File: config.mk
export PLATFORM = sky130hd
export DESIGN_NAME = imask_intc
export DESIGN_NICKNAME = d
export VERILOG_FILES = /design/src/rtl/imask_intc.sv
export SDC_FILE = /design/constraint.sdc
export NUM_CORES = 1
export LEC_CHECK = 0
export ABC_AREA = 1
export ABC_CLOCK_PERIOD_IN_PS = 79300
export BUFFER_PORTS_ARGS = -buffer_cell sky130_fd_sc_hd__buf_2
export CAP_MARGIN = 15
export CORE_AREA = 3 3 194 196
export CTS_CLUSTER_DIAMETER = 200
export CTS_CLUSTER_SIZE = 10
export DETAILED_ROUTE_END_ITERATION = 10
export DIE_AREA = 0 0 197 199
export HOLD_SLACK_MARGIN = 0.15
export PLACE_DENSITY = 0.81
export SETUP_SLACK_MARGIN = 0.4
export SLEW_MARGIN = 15
export SYNTH_ARGS = -nofsm -noshare
export SYNTH_HDL_FRONTEND = slang
export SYNTH_SLANG_ARGS = --single-unit
File: constraint.sdc
create_clock -name clk_i -period 79.3 [get_ports clk_i]
set_input_delay 3.965 -clock clk_i [delete_from_list [all_inputs] [get_ports clk_i]]
set_output_delay 3.965 -clock clk_i [all_outputs]
set_load 0.05 [all_outputs]
File: src/rtl/imask_intc.sv
module imask_intc #(
  parameter int NSRC     = 64,
  parameter int LVLW     = 3,
  parameter int AW       = 8,
  parameter int DW       = 8,
  parameter int VEC_BASE = 64,
  parameter int LVL_BASE = 64,
  parameter int MRD_BASE = 8
) (
  input  logic            clk_i,
  input  logic            rst_i,
  input  logic [NSRC-1:0] irq_i,
  input  logic            wr_en_i,
  input  logic [AW-1:0]   wr_addr_i,
  input  logic [DW-1:0]   wr_data_i,
  input  logic [AW-1:0]   rd_addr_i,
  output logic [DW-1:0]   rd_data_o,
  output logic [LVLW-1:0] irq_lvl_o,
  output logic [DW-1:0]   irq_vec_o
);
  localparam int IDXW    = $clog2(NSRC);
  localparam int ALL_BIT = IDXW;
  localparam int MBYTES  = (NSRC + 7) / 8;
  localparam logic [AW-1:0] SET_ADDR = AW'(0);
  localparam logic [AW-1:0] CLR_ADDR = AW'(1);

  logic [NSRC-1:0] mask_q;
  logic [LVLW-1:0] lvl_q [NSRC];
  logic [IDXW-1:0] cmd_idx;
  logic            idx_ok;
  logic            cmd_all;
  logic            set_wr, clr_wr;
  logic [LVLW-1:0] best_lvl;
  logic [IDXW-1:0] best_idx;

  assign cmd_idx = wr_data_i[IDXW-1:0];
  assign cmd_all = wr_data_i[ALL_BIT];
  assign set_wr  = wr_en_i && (wr_addr_i == SET_ADDR);
  assign clr_wr  = wr_en_i && (wr_addr_i == CLR_ADDR);

  generate
    if ((1 << IDXW) == NSRC) begin : g_full
      assign idx_ok = 1'b1;
    end else begin : g_part
      assign idx_ok = (32'(cmd_idx) < NSRC);
    end
  endgenerate

  always_ff @(posedge clk_i) begin
    if (rst_i) begin
      mask_q <= '1;
    end else if (set_wr) begin
      if (cmd_all)     mask_q <= '1;
      else if (idx_ok) mask_q[cmd_idx] <= 1'b1;
    end else if (clr_wr) begin
      if (cmd_all)     mask_q <= '0;
      else if (idx_ok) mask_q[cmd_idx] <= 1'b0;
    end
  end

  generate
    for (genvar g = 0; g < NSRC; g++) begin : g_lvl
      logic hit;
      assign hit = wr_en_i && (wr_addr_i == AW'(LVL_BASE + g));
      always_ff @(posedge clk_i) begin
        if (rst_i)    lvl_q[g] <= '0;
        else if (hit) lvl_q[g] <= wr_data_i[LVLW-1:0];
      end
    end
  endgenerate

  always_comb begin
    best_lvl = '0;
    best_idx = '0;
    for (int i = 0; i < NSRC; i++) begin
      if (irq_i[i] && !mask_q[i] && (lvl_q[i] > best_lvl)) begin
        best_lvl = lvl_q[i];
        best_idx = IDXW'(i);
      end
    end
  end

  always_ff @(posedge clk_i) begin
    if (rst_i) begin
      irq_lvl_o <= '0;
      irq_vec_o <= '0;
    end else begin
      irq_lvl_o <= best_lvl;
      irq_vec_o <= (best_lvl != '0) ? DW'(VEC_BASE) + DW'(best_idx) : '0;
    end
  end

  always_comb begin
    rd_data_o = '0;
    for (int k = 0; k < MBYTES; k++) begin
      if (rd_addr_i == AW'(MRD_BASE + k)) begin
        for (int b = 0; b < 8; b++) begin
          if (8 * k + b < NSRC) rd_data_o[b] = mask_q[8 * k + b];
        end
      end
    end
    for (int i = 0; i < NSRC; i++) begin
      if (rd_addr_i == AW'(LVL_BASE + i)) rd_data_o = DW'(lvl_q[i]);
    end
  end

  AST_SET_ONE: assert property (@(posedge clk_i) disable iff (rst_i)
    (set_wr && !cmd_all && idx_ok) |=> mask_q[$past(cmd_idx)]);
  AST_CLR_ONE: assert property (@(posedge clk_i) disable iff (rst_i)
    (clr_wr && !cmd_all && idx_ok) |=> !mask_q[$past(cmd_idx)]);
  AST_SET_ALL: assert property (@(posedge clk_i) disable iff (rst_i)
    (set_wr && cmd_all) |=> (&mask_q));
  AST_CLR_ALL: assert property (@(posedge clk_i) disable iff (rst_i)
    (clr_wr && cmd_all) |=> (mask_q == '0));
  AST_IDLE_OUT: assert property (@(posedge clk_i) disable iff (rst_i)
    ((irq_i & ~mask_q) == '0) |=> (irq_lvl_o == '0 && irq_vec_o == '0));
  AST_VEC_RANGE: assert property (@(posedge clk_i) disable iff (rst_i)
    (irq_lvl_o != '0) |-> (32'(irq_vec_o) >= VEC_BASE && 32'(irq_vec_o) < VEC_BASE + NSRC));
endmodule

Yosys cells after proc, flatten, opt, wreduce, memory -nomap -nowiden:

Memories as Yosys holds them, arrays and structs flattened.
Cells that the tools add are included.

* add/sub/neg operators: 1
* multiply operators: 0
* divide/modulo/power cells: 0
* order comparisons: 66
* equality and inequality tests: 137
* shift-type cells: 0
* mux-type cells: 463
* bitwise operators: 68
* reduce and logical (&&, ||, !) cells: 263

Operators by type and width (count)
* 8-bit by 7-bit equality test with 1-bit output, second input constant: 128
* 8-bit two-way mux: 72
* 3-bit two-way mux: 128
* 6-bit two-way mux: 62
* 64-bit two-way mux: 4
* 1-bit two-way mux: 196
* 1-bit logical AND: 195
* 3-bit greater-than comparator: 63
* 64-bit bitwise AND: 1
* 8-bit by 4-bit equality test with 1-bit output, second input constant: 8
* 1-bit logical NOT: 64
* 64-bit NOT: 1
* 1-bit bitwise OR: 64
* 64-bit bitwise OR: 1
* 7-bit by 6-bit adder with 8-bit output, first input constant: 1
* 8-bit by 1-bit equality test with 1-bit output, second input constant: 1
* 8-bit logical NOT: 1
* 6-bit by 7-bit < comparator with 1-bit output, second input constant: 1
* 1-bit demux with 6-bit select: 1
* 6-bit by 1-bit greater-or-equal comparator with 1-bit output, second input constant: 1
* 3-bit by 1-bit greater-than comparator with 1-bit output, second input constant: 1
* 3-bit nonzero test: 1
* 2-bit nonzero test: 1
* 2-bit OR reduction: 1
* 1-bit NOT: 1

* flip-flop bits (word level): 75
* bits in latches: 0
* memory bits (writable): 192
* ROM bits: 0
* input bits: 91
* output and inout port bits: 19
* memories kept: 1

Memories
* lvl_q: words 64, bits a word 3, read ports 64, clocked after memory_dff 0, wr ports 64, line 28 `logic [LVLW-1:0] lvl_q [NSRC];`

Logic depth before layout (Yosys ltp):

* word-level depth: 196
* gate-level depth with buffers: 498

Worst setup path before layout:

OpenSTA, ideal clock, no wires.

* path kind: input -> register
* start: input port irq_i[0]
* end: register irq_vec_o[2]
* library setup time: 0.109 ns
* arrival time: 63.575 ns
* slack: 15.616 ns
* stages on the path: 441
* path buffers: 1
* cells stage by stage: nand2_1 -> nor2_1 -> inv_1 -> ha_1 -> nand3_1 -> nand2_1 -> inv_2 -> nand2_4 -> o21ai_0 -> ha_1 -> o21ai_0 -> nand3_2 -> nand3_2 -> nand2_4 -> o21ai_0 -> ha_1 -> o21ai_0 -> nand3_1 -> (+405 left out) -> a21oi_1 -> nor2_1 -> o21ai_2 -> nand2_4 -> inv_1 -> nand2_1 -> and2_1 -> ha_1 -> nand2_1 -> o21ai_0 -> nand4_1 -> clkbuf_8 -> nor2_1 -> a21oi_1 -> nand2_1 -> nand3_4 -> nand2_1 -> inv_1

* cells in the longest elaborated chain, start to end: 195

RTL lines
* start, declared: line 12 `input logic [NSRC-1:0] irq_i,`
* 1-bit logical AND (*) (2 in a row): line 76 `if (irq_i[i] && !mask_q[i] && (lvl_q[i] > best_lvl)) begin`
* 3-bit two-way mux (*): line 76
* branches (longest 192 deep; another with 3-bit greater-than comparator)
* end signal, assigned: line 89 `irq_vec_o <= (best_lvl != '0) ? DW'(VEC_BASE) + DW'(best_idx) : '0;`
* end, declared: line 19 `output logic [DW-1:0] irq_vec_o`

Every way passes the cells marked *.
A chain may end at the register's enable or synchronous reset.

Worst setup path in the final report:

* start: input port irq_i[0]
* end: register irq_vec_o[3]

The elaborated chain is that of the path after synthesis.

==> summary.txt <==
Layout
  – Commonest non-fill, non-tap cell in the layout: nand2_1
  – Area occupied by multi-input gates: 12300 sq um
  – # nets final: 3321
  – Utilization after layout: 0.648
  – Area grow syn2layout: 8.97%
  – Share of layout cells above drive strength 1: 0.172
  – Sequential cell area: 7250 sq um
  – ANT cells: 0
  – Fillers: 3287
  – Most frequent cells in the layout: 630 x nand2_1, 412 x nor2_1, 381 x inv_1, 263 x nand3_1, 194 x o21ai_0

Worst setup path
  – Endpoint of the most critical register-to-register path: irq_vec_o[3]
  – Cell family with most CP delay: simple AND/OR/NAND/NOR gates
  – Critical Path End Type: register
  – Setup Crit Path Kind: in2reg
  – Crit Path Max Fanout: 8
  – R2R setup slack: 10.38 ns
  – Crit path required time: 79.78 ns
  – Worst Path Buf+Inv: 17
  – Worst EP arrival: 72.49 ns
  – Most frequent CP cell: o21ai_0
  – Critical R2R Launch: mask_q[0]
  – Setup crit start kind: primary input
  – Crit-path slowest cell: o32ai_1
  – Worst reg-to-reg path cell count: 425
  – Biggest cell delay along the critical path: 0.33 ns

Timing
  – Setup violators final: 0
  – Final period util: 0.908
  – Max_slew headroom: 0.164
  – Slew Limit Fails: 0
  – Final hold vios: 0
  – Maximum clock rate: 0.0139 GHz
  – RSZ-0062 raised after global routing: false
  – Setup TNS Final: 0 ns
  – Worst-Margin Slew: 1.24 ns
  – Tmin final: 72.01 ns
  – Fin Clk Skew: 0.0140 ns

Yosys
  – Post-Synthesis Cells: 3079
  – Multiplexer area fraction after synthesis: 0
  – Netlist cell types: 58
  – Ys Warns: 0
  – FF+latch count, synth: 266
  – EDFF count, synth: 192
  – Synth Area per Inst: 7.00 sq um
  – Post-synthesis xor/xnor area fraction: 0
  – Synth Cell Area: 21600 sq um
  – Synth Area in Simple Gates: 0.381
  – Largest family of logic cells by synthesized area: simple AND/OR/NAND/NOR gates
  – Post-Syn Nets: 3238
  – Post-synth ARST share: 0
  – Top FF cell, synth: edfxtp_1
  – Sequential area share after synthesis: 0.336
  – Synth Area in Compound Gates: 0.150
  – Post-Synth Adder-Cell Area: 0.0395

Routing
  – WL final: 73500 microns
  – Vias after detailed routing: 21800
  – Drt drc: 0
  – DR vias/cell: 5.98
  – Initial DRT Pass Iterations: 6
  – Post-DR wirelength/cell: 20.1 microns
  – DRT antenna net count: 0
  – Initial drt markers: 2015

GRT
  – Largest net degree at the start of global routing: 74
  – Vias in the first global route: 20900
  – First-pass GRT wire length: 112000 microns
  – Antenna violations before repair: 1
  – GRT Resource Usage Total: 0.370
  – Congestion Overflow GR: 0

Placement
  – HPWL after DPL: 55800 microns
  – IO buf count: 107
  – Gpl congestion: 0.992

Hold path
  – WHS Path Cells: 2
  – Min-delay src: mask_q[13]
  – Hold Path Sink: mask_q[13]
  – Tightest Hold Check Type: reg2reg

Floorplanning
  – Starting Density: 0.594
  – Die X: 197 microns
  – Core ar.: 36300 sq um
  – Die Span Y: 199 microns
  – Site Rows: 70
  – Die footprint: 39200 sq um
  – Io pins: 110

Clock network
  – CTS tree: built
  – Clock latency on the worst-skew pair: 0.59 ns
  – # clock sinks: 266
  – H-tree depth: 1
  – Clock buffer depth: 3
  – Root Driver: clkbuf_16
  – CTS clk-pin slew, worst paths: 0.06 ns
  – Num CTS Buffers: 30
  – # hold bufs at CTS: 0

Run
  – Max Cap Viol: 0

Status
  – Run status: finished clean

Power
  – Leak pwr: 11.1 nW
  – Max IR drop VDD: 0.0165 mV
  – Total power: 0.331 mW
  – Power Density: 14.1 nW/um^2
sequential cells by signal, summed over array words and instances, names as in the netlist:
name / cells
lvl_q: 192
mask_q: 64
irq_vec_o: 7
irq_lvl_o: 3
report_power, final:
part / leakage, nW / total [mW] / switching (mW) / internal, mW
combinational: 8.27 / 0.0431 / 0.0307 / 0.0123
clock: 0.415 / 0.130 / 0.0574 / 0.0724
sequential: 2.42 / 0.158 / 0.00432 / 0.154
total: 11.1 / 0.331 / 0.0924 / 0.239
worst max-delay path by stage:
stage | startpoint | to | slack [ns] | cells after the start
2_1_floorplan | irq_i[0] | irq_vec_o[2] | 15.62 | 441
6_report | irq_i[0] | irq_vec_o[3] | 7.29 | 425
3_5_place_dp | irq_i[0] | irq_vec_o[3] | 6.71 | 423
4_1_cts | irq_i[0] | irq_vec_o[3] | 6.87 | 423
5_1_grt | irq_i[0] | irq_vec_o[1] | 0.40 | 427
3_3_place_gp | irq_i[0] | irq_vec_o[3] | 8.43 | 421
cells by family (layout without fill, tap and decap cells):
group,after synthesis,after routing
other,1,1
buffers and inverters,521,626
and+or+nand+nor,1713,1713
DFF,266,266
AOI/OAI and AO/OA,510,510
adders and majority gates,68,68
worst min-delay path, cell delays in order (launching register included):
cell,delay (ns)
dfxtp_1,0.31
o21ai_0,0.07
o211ai_1,0.08
final cells by class:
class	instances	area share
tap	468	0.0249
clock inverter	1	0.000693
inverter	436	0.0713
timing repair buffer	136	0.0321
multi-input combinational	2292	0.526
clock buffer	53	0.0365
sequential	266	0.309
cells in the mapped netlist (5+ instances only):
cell | count | area (sq um)
nand2_1 | 630 | 2360
nor2_1 | 416 | 1560
inv_1 | 384 | 1440
nand3_1 | 263 | 1320
o21ai_0 | 199 | 996
edfxtp_1 | 192 | 5770
nand2_2 | 143 | 895
a21oi_1 | 130 | 651
dfxtp_1 | 74 | 1480
nand3_2 | 74 | 741
ha_1 | 68 | 851
clkbuf_1 | 66 | 248
nor3_1 | 61 | 305
o211ai_1 | 57 | 428
nand4_1 | 50 | 313
inv_2 | 37 | 139
nand2_4 | 33 | 372
or2_2 | 25 | 156
o2111ai_1 | 19 | 166
buf_1 | 17 | 63.8
a21oi_2 | 12 | 105
a211oi_1 | 11 | 82.6
o31ai_1 | 11 | 82.6
clkinv_1 | 10 | 37.5
a31oi_1 | 8 | 50.1
a221o_1 | 7 | 70.1
a221oi_1 | 7 | 61.3
nand3_4 | 7 | 123
a21oi_4 | 6 | 97.6
nor4_1 | 6 | 37.5
o211ai_2 | 5 | 62.6
repair_timing:
action	CTS	global route
hold endpoints to repair	0	0
resized for setup	0	5
buffers inserted	0	2
setup endpoints to repair	0	10
stage by stage:
stage | area, sq um | instances | worst slack [ns] | hold WS (ns)
floorplan | 21600 | 3079 | 15.62 | 0.458
global placement | 22600 | 3596 | 8.43 | 0.480
detailed placement | 22600 | 3596 | 6.71 | 0.489
CTS | 23500 | 3650 | 6.87 | 0.498
global route | 23500 | 3652 | 0.402 | 0.533
finish | 23500 | 3652 | 7.29 | 0.501
routing by layer:
layer | GRT usage | vias up | routed length [microns]
li1 | - | 10500 | -
met1 | 0.461 | 10100 | 28300
met2 | 0.620 | 1047 | 33800
met3 | 0.0549 | 221 | 6870
met4 | 0.204 | 2 | 4560
met5 | 0 | - | 13
No activity file was read; power rests on OpenSTA's default activity.
